===== src/rtl/can_flt_pkg.sv =====
`timescale 1ns/1ps
package can_flt_pkg;
  localparam int ID_W  = 29;
  localparam int STD_W = 11;

  // Bits of the identifier that a given object format looks at.
  function automatic logic [ID_W-1:0] id_span(input logic ext);
    return ext ? {ID_W{1'b1}} : {{(ID_W-STD_W){1'b0}}, {STD_W{1'b1}}};
  endfunction

  // True when every compared bit agrees with the tag.
  function automatic logic id_agree(input logic [ID_W-1:0] rx,
                                    input logic [ID_W-1:0] tag,
                                    input logic [ID_W-1:0] msk,
                                    input logic            ext);
    return ((rx ^ tag) & msk & id_span(ext)) == '0;
  endfunction

  // An optional single-bit compare: off means always agrees.
  function automatic logic bit_agree(input logic rx, input logic tag, input logic use_it);
    return !use_it || (rx == tag);
  endfunction
endpackage


===== src/rtl/can_obj_match.sv =====
`timescale 1ns/1ps
module can_obj_match
  import can_flt_pkg::*;
(
  input  logic [ID_W-1:0] rx_id_i,
  input  logic            rx_ext_i,
  input  logic            rx_rtr_i,
  input  logic            rx_rb0_i,
  input  logic            rx_rb1_i,
  input  logic [ID_W-1:0] tag_i,
  input  logic [ID_W-1:0] msk_i,
  input  logic            obj_ext_i,
  input  logic            rtr_tag_i,
  input  logic            rtr_msk_i,
  input  logic            ide_msk_i,
  input  logic            rb0_tag_i,
  input  logic            rb1_tag_i,
  input  logic            en_i,
  output logic            match_o
);
  logic id_ok, rtr_ok, fmt_ok, rb0_ok, rb1_ok;

  assign id_ok   = id_agree(rx_id_i, tag_i, msk_i, obj_ext_i);
  assign rtr_ok  = bit_agree(rx_rtr_i, rtr_tag_i, rtr_msk_i);
  assign fmt_ok  = bit_agree(rx_ext_i, obj_ext_i, ide_msk_i);
  assign rb0_ok  = bit_agree(rx_rb0_i, rb0_tag_i, 1'b1);
  // Reserved bit 1 only exists in extended frames.
  assign rb1_ok  = bit_agree(rx_rb1_i, rb1_tag_i, rx_ext_i);
  assign match_o = en_i & id_ok & rtr_ok & fmt_ok & rb0_ok & rb1_ok;
endmodule


===== src/rtl/can_prio_pick.sv =====
`timescale 1ns/1ps
module can_prio_pick #(
  parameter int N  = 15,
  parameter int IW = 4
) (
  input  logic [N-1:0]  cand_i,
  output logic          any_o,
  output logic [IW-1:0] idx_o
);
  // Scan downward so the lowest set bit is written last and wins.
  always_comb begin
    idx_o = '0;
    for (int k = N - 1; k >= 0; k--) begin
      if (cand_i[k]) idx_o = IW'(k);
    end
  end
  assign any_o = |cand_i;
endmodule


===== src/rtl/can_accept_filter.sv =====
`timescale 1ns/1ps
module can_accept_filter
  import can_flt_pkg::*;
#(
  parameter int NUM_OBJ = 15
) (
  input  logic                      clk,
  input  logic                      rst_n,
  input  logic                      frame_end_i,
  input  logic [ID_W-1:0]           rx_id_i,
  input  logic                      rx_ext_i,
  input  logic                      rx_rtr_i,
  input  logic                      rx_rb0_i,
  input  logic                      rx_rb1_i,
  input  logic [NUM_OBJ*ID_W-1:0]   tag_i,
  input  logic [NUM_OBJ*ID_W-1:0]   msk_i,
  input  logic [NUM_OBJ-1:0]        obj_ext_i,
  input  logic [NUM_OBJ-1:0]        rtr_tag_i,
  input  logic [NUM_OBJ-1:0]        rtr_msk_i,
  input  logic [NUM_OBJ-1:0]        ide_msk_i,
  input  logic [NUM_OBJ-1:0]        rb0_tag_i,
  input  logic [NUM_OBJ-1:0]        rb1_tag_i,
  input  logic [NUM_OBJ-1:0]        rx_en_i,
  input  logic [NUM_OBJ-1:0]        buf_full_i,
  output logic                      hit_o,
  output logic [$clog2(NUM_OBJ)-1:0] hit_idx_o,
  output logic [NUM_OBJ-1:0]        ovr_o
);
  localparam int IDX_W = $clog2(NUM_OBJ);

  // Named internal events for the assertions.
  logic [NUM_OBJ-1:0] cand_vec;
  logic               pick_any;
  logic [IDX_W-1:0]   pick_idx;
  logic               accept;
  logic [NUM_OBJ-1:0] win_onehot;

  for (genvar g = 0; g < NUM_OBJ; g++) begin : g_obj
    can_obj_match u_match (
      .rx_id_i   (rx_id_i),
      .rx_ext_i  (rx_ext_i),
      .rx_rtr_i  (rx_rtr_i),
      .rx_rb0_i  (rx_rb0_i),
      .rx_rb1_i  (rx_rb1_i),
      .tag_i     (tag_i[g*ID_W +: ID_W]),
      .msk_i     (msk_i[g*ID_W +: ID_W]),
      .obj_ext_i (obj_ext_i[g]),
      .rtr_tag_i (rtr_tag_i[g]),
      .rtr_msk_i (rtr_msk_i[g]),
      .ide_msk_i (ide_msk_i[g]),
      .rb0_tag_i (rb0_tag_i[g]),
      .rb1_tag_i (rb1_tag_i[g]),
      .en_i      (rx_en_i[g]),
      .match_o   (cand_vec[g])
    );
  end

  can_prio_pick #(.N(NUM_OBJ), .IW(IDX_W)) u_pick (
    .cand_i (cand_vec),
    .any_o  (pick_any),
    .idx_o  (pick_idx)
  );

  assign accept     = frame_end_i & pick_any;
  assign win_onehot = NUM_OBJ'(1) << pick_idx;

  always_ff @(posedge clk or negedge rst_n) begin
    if (!rst_n) begin
      hit_o     <= 1'b0;
      hit_idx_o <= '0;
      ovr_o     <= '0;
    end else begin
      hit_o     <= accept;
      hit_idx_o <= accept ? pick_idx : '0;
      ovr_o     <= accept ? (buf_full_i & win_onehot) : '0;
    end
  end

  // Picker result must be an accepting object.
  p_pick_is_cand_r9: assert property (@(posedge clk) disable iff (!rst_n)
    pick_any |-> ((cand_vec >> pick_idx) & NUM_OBJ'(1)) != '0);

  // No accepting object below the chosen one.
  p_pick_lowest_r9: assert property (@(posedge clk) disable iff (!rst_n)
    pick_any |-> (cand_vec & (win_onehot - NUM_OBJ'(1))) == '0);

  // A hit only follows a strobe.
  p_hit_after_strobe_r2: assert property (@(posedge clk) disable iff (!rst_n)
    hit_o |-> $past(frame_end_i));

  // Without a strobe the next outputs are quiet.
  p_quiet_r2: assert property (@(posedge clk) disable iff (!rst_n)
    !frame_end_i |=> (!hit_o && ovr_o == '0));

  // Overrun names only the winner and comes with a hit.
  p_ovr_winner_r10: assert property (@(posedge clk) disable iff (!rst_n)
    (ovr_o != '0) |-> (hit_o && ovr_o == (NUM_OBJ'(1) << hit_idx_o)));

  // At most one overrun bit at a time.
  p_ovr_single_r10: assert property (@(posedge clk) disable iff (!rst_n)
    $onehot0(ovr_o));

  // A miss leaves the index at zero.
  p_miss_idx_r11: assert property (@(posedge clk) disable iff (!rst_n)
    !hit_o |-> hit_idx_o == '0);
endmodule


===== config.mk =====
export PLATFORM = sky130hd
export DESIGN_NAME = can_accept_filter
export DESIGN_NICKNAME = d
export VERILOG_FILES = /design/src/rtl/can_flt_pkg.sv /design/src/rtl/can_obj_match.sv /design/src/rtl/can_prio_pick.sv /design/src/rtl/can_accept_filter.sv
export SDC_FILE = /design/constraint.sdc
export NUM_CORES = 1
export LEC_CHECK = 0
export BUFFER_PORTS_ARGS = -buffer_cell sky130_fd_sc_hd__buf_2
export CELL_PAD_IN_SITES_DETAIL_PLACEMENT = 1
export CELL_PAD_IN_SITES_GLOBAL_PLACEMENT = 1
export CORE_AREA = 3 3 410 412
export CTS_BUF_LIST = sky130_fd_sc_hd__clkbuf_8
export DETAILED_ROUTE_END_ITERATION = 12
export DIE_AREA = 0 0 413 415
export MAX_ROUTING_LAYER = met4
export PLACE_DENSITY_LB_ADDON = 0.1
export SLEW_MARGIN = 10
export SYNTH_ARGS = -nofsm -noshare
export SYNTH_HDL_FRONTEND = slang
export SYNTH_SLANG_ARGS = --single-unit
export TNS_END_PERCENT = 100

===== constraint.sdc =====
create_clock -name clk -period 0.8 [get_ports clk]
set_input_delay 0.04 -clock clk [delete_from_list [all_inputs] [get_ports clk]]
set_output_delay 0.04 -clock clk [all_outputs]
set_load 0.01 [all_outputs]

==> summary.md <==
| Metric | Value |
|---|---|
| GP Congestion | `0.911` |
| Violated checks | `negative setup slack` |
| Final nets | `3,345` |
| Critical path class | `input pin to register` |
| Die area | `171,000 um^2` |
| Hold Path Class | `input pin to register` |
| Detailed-placement wirelength estimate | `117,000 um` |
| Num CTS Buffers | `3` |
| Routed len/inst | `27.2 um` |
| Buffers on Ports | `between 1,000 and 1,500` |
| Antenna violations before repair | `101` |
| Core ar. | `roughly 160,000 um^2` |
| Routed WL | `124,000 um` |
| FF+latch area | `roughly 500 um^2` |
| Area Growth Syn to Fin | `140%` |
| CTS max path bufs | `2` |
| Detail Route Antenna Nets | `0` |
| Fin. Hold Viols | `0` |
| First-pass GRT wire length | `157,000 um` |
| Post-synth EDFFs | `0` |
| Main synth FF type | `dfrtp_1` |
| Mapped cell area | `8500 um^2` |
| Required @ worst endpoint | `0.95 ns` |
| CP Launch Type | `input pin` |
| Horiz. Die Dim | `413 um` |
| Syn avg cell area | `8.22 um^2` |
| Post-route DRC | `0` |
| Period Utilization, post-route | `311%` |
| Clk pin slew, worst setup/hold paths | `0.08 ns` |
| Clock sink count | `20` |
| Sequential fraction of the synthesis area | `5.89%` |
| Fmax | `402 MHz` |
| Total power | `0.0127 W` |
| Min Tclk post-route | `2.48 ns` |
| Global route overflow | `0` |
| Vias | `13,700` |
| RSZ-0062 raised after global routing | `yes` |
| Power per cell area | `about 620 nW/um^2` |
| CP Capture Type | `register` |
| I/O pins | `1,046` |
| Die Height | `about 420 um` |
| Commonest cells in the netlist | `xor2_1, a22oi_1, nand2_1` |
| Area occupied by multi-input gates | `8230 um^2` |
| Worst setup margin | `-1.68 ns` |
| Syn Inst Count | `1,033` |
| Status | `complete, but fails checks` |
| Distinct cells, synth | `46` |
| H-tree depth | `1` |
| CTS Root Cell | `clkbuf_8` |
| Slew headroom | `about two thirds` |
| Leak pwr | `9.59 nW` |
| Largest net degree at the start of global routing | `21` |
| CP max FO | `7` |
| Std-Cell Rows | `149` |
| Filler Cell Count | `19,900` |
| Total track usage | `14.2%` |
| Arrival @ worst endpoint | `around 2.6 ns` |
| Maximum VDD drop | `0.000444 V` |
| Yosys warning count | `0` |
| Setup TNS | `-31.23 ns` |
| Slew @ Worst Pin | `0.523 ns` |
| Setup violations, final | `40` |
| TritonCTS clock tree | `yes` |
| Syn nets | `2,059` |
| Count leader, synth | `xor2_1` |
| Final design utilization | `12.4%` |
| Max-cap violations | `0` |
| Pre-antenna DRT Iters | `5` |
| Setup WS pre-CTS | `-2.69 ns` |
| Area contributors post-synth | `xor2_1, a22oi_1, dfrtp_1` |
| #FFs+latches synth | `20` |
| Post-synth top area cell | `xor2_1` |
| Vias in the first global route | `16,000` |
| Ys async rst share | `100%` |
| Via density | `3.00` |
| Iter 0 DRT Violations | `around 550` |
| Layout cell share with drive strength beyond 1 | `64.3%` |
| Starting Density | `between 5 and 6%` |
| Yosys top cell area share | `about 48%` |
| Max Slew Vio Count | `0` |
## per-stage QoR
| stage | std cells | hold WS, ns | cell area, um^2 |
|---|---|---|---|
| final | 4568 | 0.0116 | 20400 |
| after global routing | 4560 | 0.00603 | 20400 |
| after CTS | 4495 | 0.0112 | 19800 |
| after detailed placement | 4463 | 0.0354 | 18400 |
| after global placement | 4463 | 0.0313 | 18400 |
| after floorplan | 1033 | -0.256 | 8640 |
## worst max-delay path: stages
cell and delay, ns:
buf_8 0.10, buf_6 0.11, xor2_1 0.15, a22o_1 0.25
a221oi_2 0.19, nand4_1 0.21, buf_6 0.20, a211o_4 0.40
buf_6 0.16, nand3_4 0.07, o211ai_4 0.13, a41oi_4 0.33
and4b_1 0.24
## registers in the layout, summed over array words and instances (netlist names)
signal     cells
ovr_o         15
hit_o          1
hit_idx_o      4
## timing repair
| action | 4_1_cts | 5_1_grt |
|---|---|---|
| pin swaps | 64 | 61 |
| hold buffers | 4 | 0 |
| endpoints found under the hold margin | 23 | 0 |
| setup buffers | 27 | 15 |
| gates cloned | 1 | 0 |
| setup endpoints to repair | 40 | 40 |
| gates resized for setup | 222 | 96 |
## kinds of logic (layout without fill, tap and decap cells)
kind of cell,after synthesis,count (layout),synth area share (%)
flip-flops,20,20,5.89
XOR/XNOR,484,484,49.9
AO/OA/AOI/OAI,272,272,25.1
other,0,61,0
AND/OR/NAND/NOR,186,186,11.3
buffers and inverters,71,1356,7.78
## where the power goes
part	switching [W]	total, W	internal [W]	leakage [nW]
Clock	0.000373	0.000812	0.000439	0.0291
Combinational	0.00556	0.0109	0.00534	9.28
Sequential	0.00000199	0.00102	0.00101	0.279
Total	0.00594	0.0127	0.00680	9.59
## routing by layer
layer  part of all wire (%)  up-vias  track usage (%)
met5                      0        -                -
met1                     39     6587             15.5
met3                    6.7       91             3.41
li1                       -     6400                -
met2                     54      638             26.9
met4                   0.85        0            0.667
## layout by cell type, fill, tap and decap left out, drive strengths merged, types with 5 or more instances in the layout
cell	instances
a22oi	192
nor2b	10
and2	5
dfrtp	20
nand4	38
diode	61
xor2	467
a22o	12
nand2	66
nor2	7
o2111ai	10
nor3	18
o21ai	12
o31ai	11
buf	1344
xnor2	17
a221oi	13
a21oi	5
o211ai	5
nand3	24
and3	6
## final cells by class
cell class	count	share of cell area [%]
diodes	61	0.748
clock buffers	4	0.270
inverters	3	0.0552
multi-input cells	942	40.4
flip-flops and latches	20	2.45
well taps	2189	13.4
repair buffers	1349	42.7
## path summary, 6_finish.rpt
check	from	end	slack [ns]	depth (start not counted)
max in group asynchronous	rst_n	ovr_o[11]$_DFF_PN0_	0.17	2
min in group asynchronous	rst_n	hit_o$_DFF_PN0_	0.29	2
min	buf_full_i[11]	ovr_o[11]$_DFF_PN0_	0.01	3
max	rx_id_i[25]	ovr_o[13]$_DFF_PN0_	-1.68	13
No activity file was read; power rests on OpenSTA's default activity.
